$ cat src/rtl/pcg_pkg.sv
package pcg_pkg;

   // Sequencer states of the gating controller
   typedef enum logic [1:0] {
      ST_ON   = 2'd0,   // powered and clocked
      ST_HOLD = 2'd1,   // powered, clock stopped, state kept
      ST_OFF  = 2'd2,   // unpowered, state lost
      ST_RST  = 2'd3    // powered, peripheral reset running
   } pcg_state_e;

   // Target condition requested by the current inputs
   typedef enum logic [1:0] {
      TGT_ON   = 2'd0,
      TGT_HOLD = 2'd1,
      TGT_OFF  = 2'd2
   } pcg_target_e;

   typedef struct packed {
      logic pwr;
      logic clk;
      logic rst;
   } pcg_out_t;

endpackage

$ cat src/rtl/pcg_mode_sel.sv
module pcg_mode_sel #(
   parameter int NUM_MODES = 3,
   parameter int MODE_W    = 2
) (
   input  logic [MODE_W-1:0]    mode,
   input  logic [NUM_MODES-1:0] gate_vec,
   output logic                 sel_gate
);

   localparam int LAST_MODE = NUM_MODES - 1;

   generate
      if (NUM_MODES < 1) begin : g_bad_modes
         $error("pcg_mode_sel: NUM_MODES must be at least 1");
      end
      if ((1 << MODE_W) < NUM_MODES) begin : g_bad_width
         $error("pcg_mode_sel: MODE_W too narrow for NUM_MODES");
      end
   endgenerate

   logic [NUM_MODES-1:0] hit;

   // Codes beyond the last mode fold onto the last (deepest) mode
   generate
      for (genvar i = 0; i < NUM_MODES; i++) begin : g_dec
         if (i == LAST_MODE) begin : g_last
            assign hit[i] = (int'(mode) >= LAST_MODE);
         end else begin : g_mid
            assign hit[i] = (int'(mode) == i);
         end
      end
   endgenerate

   assign sel_gate = |(hit & gate_vec);


   always_comb begin
      onehot_pick_chk: assert ($onehot(hit) || $isunknown(mode));
   end

endmodule

$ cat src/rtl/pcg_ctrl_reg.sv
module pcg_ctrl_reg #(
   parameter int   DATA_W  = 32,
   parameter logic CTL_RST = 1'b1
) (
   input  logic              clk,
   input  logic              rst_n,
   input  logic              wr_en,
   input  logic [DATA_W-1:0] wr_data,
   output logic              ctl_bit,
   output logic [DATA_W-1:0] rd_data
);

   localparam int PAD_W = DATA_W - 1;

   generate
      if (DATA_W < 1) begin : g_bad_width
         $error("pcg_ctrl_reg: DATA_W must be at least 1");
      end
   endgenerate

   logic ctl_q;

   always_ff @(posedge clk or negedge rst_n) begin
      if (!rst_n) begin
         ctl_q <= CTL_RST;
      end else if (wr_en) begin
         ctl_q <= wr_data[0];
      end
   end

   assign ctl_bit = ctl_q;

   generate
      if (DATA_W > 1) begin : g_pad
         assign rd_data = {{PAD_W{1'b0}}, ctl_q};
      end else begin : g_nopad
         assign rd_data = ctl_q;
      end
   endgenerate


   wr_load_chk: assert property (@(posedge clk) disable iff (!rst_n)
      wr_en |=> (ctl_bit == $past(wr_data[0])));


   hold_chk: assert property (@(posedge clk) disable iff (!rst_n)
      !wr_en |=> $stable(ctl_bit));

endmodule

$ cat src/rtl/pcg_seq.sv
module pcg_seq
   import pcg_pkg::*;
#(
   parameter int RST_LEN = 4
) (
   input  logic clk,
   input  logic rst_n,
   input  logic sel_gate,
   input  logic ctl_bit,
   output logic pwr_en,
   output logic clk_en,
   output logic periph_rst
);

   localparam int CNT_W            = (RST_LEN > 1) ? $clog2(RST_LEN) : 1;
   localparam int RUN_W            = CNT_W + 1;
   localparam logic [CNT_W-1:0] CNT_LAST = CNT_W'(RST_LEN - 1);

   generate
      if (RST_LEN < 1) begin : g_bad_len
         $error("pcg_seq: RST_LEN must be at least 1");
      end
   endgenerate

   pcg_target_e tgt;
   pcg_state_e  state_q, state_d;
   logic [CNT_W-1:0] cnt_q, cnt_d;
   logic        lost_q, lost_d;
   pcg_out_t    out_q, out_d;

   // Requested condition from the picked enable and the control bit
   always_comb begin
      if (sel_gate)     tgt = TGT_ON;
      else if (ctl_bit) tgt = TGT_HOLD;
      else              tgt = TGT_OFF;
   end

   always_comb begin
      state_d = state_q;
      cnt_d   = cnt_q;
      lost_d  = lost_q;
      unique case (state_q)
         ST_ON, ST_HOLD: begin
            unique case (tgt)
               TGT_ON:   state_d = ST_ON;
               TGT_HOLD: state_d = ST_HOLD;
               default: begin
                  state_d = ST_OFF;
                  lost_d  = 1'b1;
               end
            endcase
         end
         ST_OFF: begin
            if (tgt != TGT_OFF) begin
               state_d = ST_RST;
               cnt_d   = '0;
            end
         end
         ST_RST: begin
            if (tgt == TGT_OFF) begin
               state_d = ST_OFF;
            end else if (cnt_q == CNT_LAST) begin
               state_d = (tgt == TGT_ON) ? ST_ON : ST_HOLD;
               lost_d  = 1'b0;
            end else begin
               cnt_d = cnt_q + 1'b1;
            end
         end
         default: state_d = ST_ON;
      endcase
   end

   always_comb begin
      unique case (state_d)
         ST_ON:   out_d = '{pwr: 1'b1, clk: 1'b1, rst: 1'b0};
         ST_HOLD: out_d = '{pwr: 1'b1, clk: 1'b0, rst: 1'b0};
         ST_RST:  out_d = '{pwr: 1'b1, clk: 1'b0, rst: 1'b1};
         default: out_d = '{pwr: 1'b0, clk: 1'b0, rst: 1'b0};
      endcase
   end

   always_ff @(posedge clk or negedge rst_n) begin
      if (!rst_n) begin
         state_q <= ST_ON;
         cnt_q   <= '0;
         lost_q  <= 1'b0;
         out_q   <= '{pwr: 1'b1, clk: 1'b1, rst: 1'b0};
      end else begin
         state_q <= state_d;
         cnt_q   <= cnt_d;
         lost_q  <= lost_d;
         out_q   <= out_d;
      end
   end

   assign pwr_en     = out_q.pwr;
   assign clk_en     = out_q.clk;
   assign periph_rst = out_q.rst;

   // Pulse-length tracker for the checks below
   logic [RUN_W-1:0] run_q;
   always_ff @(posedge clk or negedge rst_n) begin
      if (!rst_n)          run_q <= '0;
      else if (periph_rst) run_q <= run_q + 1'b1;
      else                 run_q <= '0;
   end


   off_quiet_chk: assert property (@(posedge clk) disable iff (!rst_n)
      !pwr_en |-> (!clk_en && !periph_rst && lost_q));


   pwr_return_rst_chk: assert property (@(posedge clk) disable iff (!rst_n)
      $rose(pwr_en) |-> (periph_rst && !clk_en));


   no_spurious_rst_chk: assert property (@(posedge clk) disable iff (!rst_n)
      $rose(periph_rst) |-> !$past(pwr_en));


   rst_no_clk_chk: assert property (@(posedge clk) disable iff (!rst_n)
      periph_rst |-> (!clk_en && pwr_en));


   rst_len_max_chk: assert property (@(posedge clk) disable iff (!rst_n)
      periph_rst |-> (run_q < RUN_W'(RST_LEN)));


   rst_len_full_chk: assert property (@(posedge clk) disable iff (!rst_n)
      ($fell(periph_rst) && pwr_en) |-> (run_q == RUN_W'(RST_LEN)));


   lost_clear_chk: assert property (@(posedge clk) disable iff (!rst_n)
      $fell(lost_q) |-> (pwr_en && !periph_rst));

endmodule

$ cat src/rtl/pcg_ctrl.sv
module pcg_ctrl #(
   parameter int   DATA_W  = 32,
   parameter int   RST_LEN = 4,
   parameter logic CTL_RST = 1'b1
) (
   input  logic              clk,
   input  logic              rst_n,
   input  logic [1:0]        mode,
   input  logic              gate_run,
   input  logic              gate_sleep,
   input  logic              gate_deep,
   input  logic              reg_wr,
   input  logic [DATA_W-1:0] reg_wdata,
   output logic [DATA_W-1:0] reg_rdata,
   output logic              pwr_en,
   output logic              clk_en,
   output logic              periph_rst
);

   localparam int NUM_MODES = 3;
   localparam int MODE_W    = 2;

   logic [NUM_MODES-1:0] gate_vec;
   logic                 sel_gate;
   logic                 ctl_bit;

   assign gate_vec = {gate_deep, gate_sleep, gate_run};

   pcg_mode_sel #(
      .NUM_MODES (NUM_MODES),
      .MODE_W    (MODE_W)
   ) i_mode_sel (
      .mode     (mode),
      .gate_vec (gate_vec),
      .sel_gate (sel_gate)
   );

   pcg_ctrl_reg #(
      .DATA_W  (DATA_W),
      .CTL_RST (CTL_RST)
   ) i_ctrl_reg (
      .clk     (clk),
      .rst_n   (rst_n),
      .wr_en   (reg_wr),
      .wr_data (reg_wdata),
      .ctl_bit (ctl_bit),
      .rd_data (reg_rdata)
   );

   pcg_seq #(
      .RST_LEN (RST_LEN)
   ) i_seq (
      .clk        (clk),
      .rst_n      (rst_n),
      .sel_gate   (sel_gate),
      .ctl_bit    (ctl_bit),
      .pwr_en     (pwr_en),
      .clk_en     (clk_en),
      .periph_rst (periph_rst)
   );


   rsvd_zero_chk: assert property (@(posedge clk) disable iff (!rst_n)
      (reg_rdata >> 1) == '0);


   gate_on_chk: assert property (@(posedge clk) disable iff (!rst_n)
      (sel_gate && pwr_en && !periph_rst) |=> (clk_en || periph_rst));

endmodule

$ cat config.mk
export PLATFORM = sky130hd
export DESIGN_NAME = pcg_ctrl
export DESIGN_NICKNAME = d
export VERILOG_FILES = /design/src/rtl/pcg_pkg.sv /design/src/rtl/pcg_mode_sel.sv /design/src/rtl/pcg_ctrl_reg.sv /design/src/rtl/pcg_seq.sv /design/src/rtl/pcg_ctrl.sv
export SDC_FILE = /design/constraint.sdc
export NUM_CORES = 1
export LEC_CHECK = 0
export BUFFER_PORTS_ARGS = -buffer_cell sky130_fd_sc_hd__buf_4
export CAP_MARGIN = 20
export CORE_MARGIN = 2
export CORE_UTILIZATION = 33
export CTS_BUF_LIST = sky130_fd_sc_hd__clkbuf_2
export DETAILED_ROUTE_END_ITERATION = 10
export PLACE_DENSITY = 0.81
export SYNTH_ARGS = -nofsm -noshare
export SYNTH_HDL_FRONTEND = slang
export SYNTH_SLANG_ARGS = --single-unit
$ cat constraint.sdc
create_clock -name clk -period 1.6 [get_ports clk]
set_input_delay 0.24 -clock clk [delete_from_list [all_inputs] [get_ports clk]]
set_output_delay 0.24 -clock clk [all_outputs]
set_load 0.05 [all_outputs]
# --- Word-level counts from Yosys, hierarchy flattened ---
# Cells that the tools add are included.
word_totals:
  output_inout_bits: 35
  in_bits: 40
  regBits: 8
op_classes:
  bitwise: 1
  n_reduce_logical: 8
  n_eq_ne: 13
  mux: 13
  n_addsub: 1
  magnitude_cmp: 1
op_table:
  columns: ["op", "n"]
  rows:
  - ["2-bit two-way mux", 8]
  - ["2-bit equality test (second input constant)", 6]
  - ["3-bit case mux with 3 select lines", 1]
  - ["2-bit logical NOT", 4]
  - ["2-bit case mux with 2 select lines", 2]
  - ["2-bit by 1-bit equality test with 1-bit output (second input constant)", 3]
  - ["2-bit != test (second input constant)", 3]
  - ["2-bit case mux with 3 select lines", 1]
  - ["4-bit AND reduction", 1]
  - ["3-bit bitwise AND", 1]
  - ["3-bit OR reduction", 1]
  - ["2-bit by 1-bit adder with 2-bit output (second input constant)", 1]
  - ["2-bit greater-or-equal comparator (second input constant)", 1]
  - ["2-bit by 1-bit != test with 1-bit output (second input constant)", 1]
  - ["2-bit nonzero test", 1]
  - ["2-bit OR reduction", 1]
  - ["1-bit two-way mux", 1]

# --- Longest topological paths before layout ---
# Gate-level depths: netlist (run 1).
depth:
  depth_word: 11
  mapped_depth: 4
  mapped_depth_nobuf: 4

# --- Cells and area by module ---
# From an unflattened synthesis (run 1), not the netlist that was laid out.
unflattened:
  cells_unflattened: 63
  area_unflattened_um2: 585.6
by_module_without_submodules:
  columns: ["module", "instances", "cells_per_inst", "seq_area_each_um2", "area_per_inst_um2"]
  rows:
  - ["pcg_ctrl_reg", 1, 35, 26.3, 285.3]
  - ["pcg_seq", 1, 25, 177.7, 281.5]
  - ["pcg_mode_sel", 1, 3, 0.0, 18.8]

# --- Worst setup path before layout (run 1) ---
# OpenSTA, ideal clock, no wires.
synth_path:
  path_type: "register -> register"
  startpoint: "register i_seq.cnt_q[0]"
  endpoint: "register i_seq.cnt_q[0]"
  arrival_ns: 1.319
  slack_ns: 0.156
  path_stages_with_launch: 5
  path_buffers: 0
  setup_ns: 0.125
  required_ns: 1.475
  period_less_slack_ns: 1.444
  path_cell_list: "dfrtp_1 -> ha_1 -> a21bo_1 -> a211oi_4 -> mux2_4"
synth_via:
  elab_chain_cells: 4
synth_lines:
  columns: ["item", "line_no", "rtl"]
  rows:
  - ["start: declaration", "pcg_seq.sv:27", "logic [CNT_W-1:0] cnt_q, cnt_d;"]
  - ["start signal: assignment", "pcg_seq.sv:90", "cnt_q <= cnt_d;"]
  - ["2-bit by 1-bit adder with 2-bit output", "pcg_seq.sv:66", "cnt_d = cnt_q + 1'b1;"]
  - ["2-bit two-way mux", "pcg_seq.sv:62", "end else if (cnt_q == CNT_LAST) begin"]
  - ["2-bit two-way mux", "pcg_seq.sv:60", "if (tgt == TGT_OFF) begin"]
  - ["2-bit case mux with 2 select lines", "pcg_seq.sv:42", "unique case (state_q)"]
# Several ways; a longest one is shown, not always the timed one. The select of a mux whose other input is x is not followed.
# A chain may end at the register's enable or synchronous reset.

# --- Worst setup path after layout (run 1) ---
# Ends and elaborated chain as after synthesis.

==> metrics.md, run 1 <==
| Metric | Value |
|---|---|
| Status | complete, no violations |
| Cell Pwr Density | 1520 nW/um^2 |
| Worst setup startpoint | i_seq.cnt_q[0] |
| CTS tree | yes |
| GR Util All Layers | 0.0886 |
| Register area share after synthesis | 0.328 |
| Fin crit period | 1540 ps |
| Vias in the first global route | 311 |
| Max_cap viols | 0 |
| Skew final | 20.3 ps |
| First-pass GRT wire length | 1.28 mm |
| Design area | 656 sq um |
| Yosys reg bits | 8 |
| Yosys cell types | 18 |
| Period utilization | 0.962 |
| Fin. max-slew vios | 0 |
| Inserted Diodes | 0 |
| Largest net degree at the start of global routing | 9 |
| Final hold vios | 0 |
| Total core area | 1750 sq um |
| Die area | roughly 2200 sq um |
| Clk pin slew, worst setup/hold paths | roughly 90 ps |
| Main combinational cell family by area after synthesis | buffers and inverters |
| Via density | about 3.3 |
| Synth top area cells | buf_4 39%, dfrtp_1 20%, dfstp_2 13% |
| Synthesized instance count | 62 |
| Setup TNS Final | 0 ps |
| Die Ht | 47.4 microns |
| CTS Root Buffer Type | clkbuf_2 |
| GRT overflow | 0 |
| Fill cells | 182 |
| Crit. End Element | flip-flop |
| Total power | 0.000995 W |
| Syn. warnings | 0 |
| Top-area cell type share of the netlist area | 0.386 |
| ANT nets after route | 0 |
| Clock Latency Late Sink | 250 ps |
| CTS H-Tree Depth | 1 |
| Fmax | approximately 650 MHz |
| Via count | 345 |
| Detailed Routing Iterations Pass 1 | 3 |
| VDD IR-drop max | around 0.00046 V |
| CP endpoint | i_seq.cnt_q[0] |
| 1st-iter DRT viols | 4 |
| Syn avg cell area | 10.0 sq um |
| CTS Buf Count | 3 |
| Worst R2R Path Depth | 4 |
| CTS Buffer Depth | 2 |
| Critical path class | flip-flop to flip-flop |
| Layout area overhead | 5.43% |
| Most frequent cells in the layout | 31 x conb_1, 13 x buf_4, 5 x dfrtp_1 |
| Post-Synth XOR/XNOR Area | 0 |
| Clock sink count | 8 |
| Worst Hold Class | input pin to flip-flop |
| Synth Cell Area | 622 sq um |
| Reg2reg start | i_seq.cnt_q[0] |
| GPL Wtd Cong | about 0.71 |
| Yosys top cell by area | buf_4 |
| Die Width | between 40 and 50 microns |
| Mux cell area share after synthesis | 0.0986 |
| Worst EP arrival | 1680 ps |
| Worst hold margin | 155 ps |
| Number of nets in the layout | 120 |
| Placed cell areas | 616 sq um |
| Reg-to-Reg End | i_seq.cnt_q[0] |
| I/O Buffers | 12 |
| DR WL/cell | 7.71 microns |
| Critical Path RT | 1740 ps |
| Ratio of cells with drive above 1 in the final layout | 0.359 |
| Adder-cell area share of the yosys netlist | 0.0201 |
| Final wirelength | 794 microns |
| Initial antenna violation count | 0 |
| CP Max Fanout | 3 |
| Post-synthesis simple-gate area fraction | 0.0684 |
| DRC | 0 |
| I/O Pins | 75 |
| Synth Area in Compound Gates | 0.0805 |
| Post-detail-place hpwl | between 600 and 700 microns |
| Rows | 15 |
| Starting Density | 0.356 |
| Most common cell after layout, fill and taps aside | conb_1 |
| Lkg Pwr | 0.363 nW |
| Worst R2R Setup Slack | 60 ps |
| Startpoint Class | flip-flop |
| Setup-failing EPs final | 0 |
critical path, cell delays in order (launching register included):
cell	delay (ps)
dfrtp_1	410
ha_2	200
a21bo_2	220
a211oi_4	280
mux2_4	330
synthesized netlist by cell type:
cell	number
inv_1	2
nor2_1	3
nand2_1	3
dfrtp_1	5
buf_4	32
mux2i_1	2
a21o_1	1
conb_1	1
mux2_2	1
a21bo_1	1
a21boi_0	1
and3_2	1
dfstp_2	3
nor3b_2	1
mux2_4	2
o21ai_0	1
ha_1	1
a211oi_4	1
flip-flops by register name, indices dropped and copies added (netlist names):
name	cells
i_seq.cnt_q	2
i_seq.state_q	2
i_ctrl_reg.ctl_bit	1
i_seq.clk_en	1
i_seq.periph_rst	1
i_seq.pwr_en	1
final cells by class:
type                            count  area (sq um)  share of cell area
Clock buffer                        4          20.0              0.0305
Inverter                            2          7.51              0.0115
Multi-Input combinational cell     50           285               0.435
Sequential cell                     8           204               0.311
Tap cell                           25          31.3              0.0477
Timing Repair Buffer               14           108               0.164
routing by layer:
metal / GRT usage / routed length [microns]
met1: 0.0696 / 222
met5: 0 / 0
met4: 0.0500 / 6
met3: 0.0453 / 103
met2: 0.170 / 462
timing repair:
| item | in CTS | in global routing |
|---|---|---|
| endpoints found under the setup margin | 0 | 2 |
| hold buffers | 1 | 0 |
| hold endpoints to repair | 8 | 0 |
| setup buffers | 0 | 1 |
| gates resized for setup | 0 | 2 |
through the flow:
step | utilization | cells | setup WS, ps
after global routing | 0.376 | 103 | -0.920
after CTS | 0.370 | 102 | 52.3
final | 0.376 | 103 | 60.5
after detailed placement | 0.353 | 97 | 72.9
after global placement | 0.353 | 97 | 99.7
after floorplan | - | 92 | 156
kinds of logic after synthesis:
kind of cell	Yosys count
simple gates	8
fa+ha+maj	1
flops	8
mux	5
buf+inv	34
compound gates	5
other cells	1
worst min path at each step:
stage                      start                 end  slack, ps  depth (start not counted)
after global routing      reg_wr  i_ctrl_reg.ctl_bit        150                          2
after CTS                 reg_wr  i_ctrl_reg.ctl_bit        140                          2
after detailed placement   rst_n      i_seq.cnt_q[1]         60                          1
after global placement     rst_n      i_seq.cnt_q[1]         60                          1
after floorplan            rst_n      i_seq.cnt_q[0]        -60                          0
final                     reg_wr  i_ctrl_reg.ctl_bit        150                          2
power by group:
part	switching [W]	leakage [nW]	internal (W)	total, W
sequential	0.0000385	0.0882	0.000276	0.000314
clock	0.0000726	0.0166	0.0000663	0.000139
combinational	0.000348	0.259	0.000194	0.000541
Power figures use the tool's default switching activity.
==> run 2: changes to the inputs <==
--- a/config.mk
+++ b/config.mk
@@ -7,11 +7,14 @@
 export LEC_CHECK = 0
 export BUFFER_PORTS_ARGS = -buffer_cell sky130_fd_sc_hd__buf_4
 export CAP_MARGIN = 20
+export CELL_PAD_IN_SITES_DETAIL_PLACEMENT = 1
+export CELL_PAD_IN_SITES_GLOBAL_PLACEMENT = 1
+export CORE_ASPECT_RATIO = 1.5
 export CORE_MARGIN = 2
-export CORE_UTILIZATION = 33
+export CORE_UTILIZATION = 21
 export CTS_BUF_LIST = sky130_fd_sc_hd__clkbuf_2
 export DETAILED_ROUTE_END_ITERATION = 10
-export PLACE_DENSITY = 0.81
+export PLACE_DENSITY_LB_ADDON = 0.1
 export SYNTH_ARGS = -nofsm -noshare
 export SYNTH_HDL_FRONTEND = slang
 export SYNTH_SLANG_ARGS = --single-unit
==> metrics.md, run 2 (synthesis results as in run 1) <==
| Metric | Value |
|---|---|
| Status | complete, no violations |
| Clk pin slew, worst setup/hold paths | 90 ps |
| Total core area | 2850 sq um |
| Total power | between 0.001 and 0.0015 W |
| DR WL/cell | 8.50 microns |
| Max_cap viols | 0 |
| GR Util All Layers | 0.0587 |
| Worst R2R Setup Slack | 40 ps |
| Rows | 24 |
| Cell Pwr Density | ~1500 nW/um^2 |
| Clock sink count | 8 |
| Period utilization | 0.972 |
| Detailed Routing Iterations Pass 1 | 3 |
| Area of the multi-input gates | 292 sq um |
| RSZ-0062 raised after global routing | no |
| Die Width | a little under 50 microns |
| Crit. End Element | flip-flop |
| FF/Latch Area | 204 sq um |
| Worst EP arrival | 1680 ps |
| Layout area overhead | 9.26% |
| CTS Buffer Depth | 2 |
| M1 wire length | 349 microns |
| Skew final | 12.5 ps |
| 1st-iter DRT viols | 3 |
| Ratio of cells with drive above 1 in the final layout | 0.359 |
| ANT nets after route | 0 |
| Startpoint Class | flip-flop |
| Fmax | between 600 and 700 MHz |
| Setup TNS Final | 0 ps |
| CTS Buf Count | 3 |
| I/O Buffers | 12 |
| CP Max Fanout | 3 |
| Vias in the first global route | 322 |
| GPL Wtd Cong | 0.648 |
| First-pass GRT wire length | roughly 1.5 mm |
| Final wirelength | 995 microns |
| Via density | 3.04 |
| Die area | approximately 3400 sq um |
| Number of nets in the layout | 120 |
| Fill cells | 351 |
| Met3 WL post-DR | ~87 microns |
| Largest net degree at the start of global routing | 9 |
| Most frequent cells in the layout | 31 x conb_1, 13 x buf_4, 5 x dfrtp_1 |
| CTS Root Buffer Type | clkbuf_2 |
| CTS tree | yes |
| Via count | 356 |
| Clock Latency Late Sink | 250 ps |
| Critical path class | flip-flop to flip-flop |
| Worst Hold Class | input pin to flip-flop |
| DRC | 0 |
| Highest metal used | met4 |
| Fin crit period | 1560 ps |
| VDD IR-drop max | 0.000408 V |
| Met2 WL | between 500 and 600 microns |
| Most common cell after layout, fill and taps aside | conb_1 |
| Lkg Pwr | around 0.37 nW |
| Biggest regs | i_seq.cnt_q x2, i_seq.state_q x2 |
| Inserted Diodes | 0 |
| Dpl cells | 111 |
| Critical Path RT | 1730 ps |
| Final hold vios | 0 |
| I/O Pins | 75 |
| Starting Density | 0.218 |
| GRT overflow | 0 |
| Setup-failing EPs final | 0 |
| Post-detail-place hpwl | 832 microns |
| CTS H-Tree Depth | 1 |
| Fin. max-slew vios | 0 |
| Die Ht | around 71 microns |
| Non-Filler Instances | 117 |
| Initial antenna violation count | 0 |
==> run 2: cell counts in the layout (fill, tap and decap cells not counted) <==
No cell type changed its count.
==> run 2: routing by layer <==
metal	up-vias	global-route usage
met4	0	0.0476
met5	-	0
met1	166	0.0590
met3	2	0.0190
li1	165	-
met2	23	0.0988
==> run 2: layout make-up <==
| class | instances | area share |
|---|---|---|
| Multi-Input combinational cell | 50 | 0.429 |
| Sequential cell | 8 | 0.300 |
| Timing Repair Buffer | 14 | 0.158 |
| Tap cell | 39 | 0.0718 |
| Clock buffer | 4 | 0.0295 |
| Inverter | 2 | 0.0110 |
==> run 2: final timing paths <==
kind                                startpoint                  to  depth (start not counted)
worst max-delay path            i_seq.cnt_q[1]      i_seq.cnt_q[0]                          4
worst min-delay path                    reg_wr  i_ctrl_reg.ctl_bit                          2
worst max register to register  i_seq.cnt_q[1]      i_seq.cnt_q[0]                          4
worst min register to register  i_seq.cnt_q[0]      i_seq.cnt_q[0]                          1
max in group asynchronous                rst_n        i_seq.clk_en                          2
min in group asynchronous                rst_n    i_seq.periph_rst                          2
==> run 2: report_power, final <==
part / switching [W] / internal (W) / total (W)
sequential: 0.0000446 / 0.000276 / 0.000320
combinational: 0.000349 / 0.000204 / 0.000553
clock: 0.0000766 / 0.0000664 / 0.000143
total: 0.000470 / 0.000546 / 0.00102
==> run 2: what timing repair did <==
action / in CTS / in global routing
gates resized for setup: 0 / 3
endpoints found under the setup margin: 0 / 1
hold buffers: 1 / 0
endpoints found under the hold margin: 8 / 0
buffers inserted: 0 / 1
==> run 2: worst max-delay path: stages (launching register included) <==
cell	delay, ps
dfrtp_1	400
ha_2	200
a21bo_4	220
a211oi_4	290
mux2_4	320
==> run 2: metrics by stage <==
| stage | setup WS (ps) | util | hold slack, ps | instance area, sq um |
|---|---|---|---|---|
| 2_1_floorplan | 156 | - | -55.6 | 734 |
| 3_3_place_gp | 40.4 | 0.222 | 66.3 | 633 |
| 3_5_place_dp | 39.3 | 0.222 | 67.5 | 633 |
| 4_1_cts | 26.3 | 0.232 | 125 | 663 |
| 5_1_grt | 4.84 | 0.238 | 142 | 679 |
| 6_report | 44.9 | 0.238 | 132 | 679 |
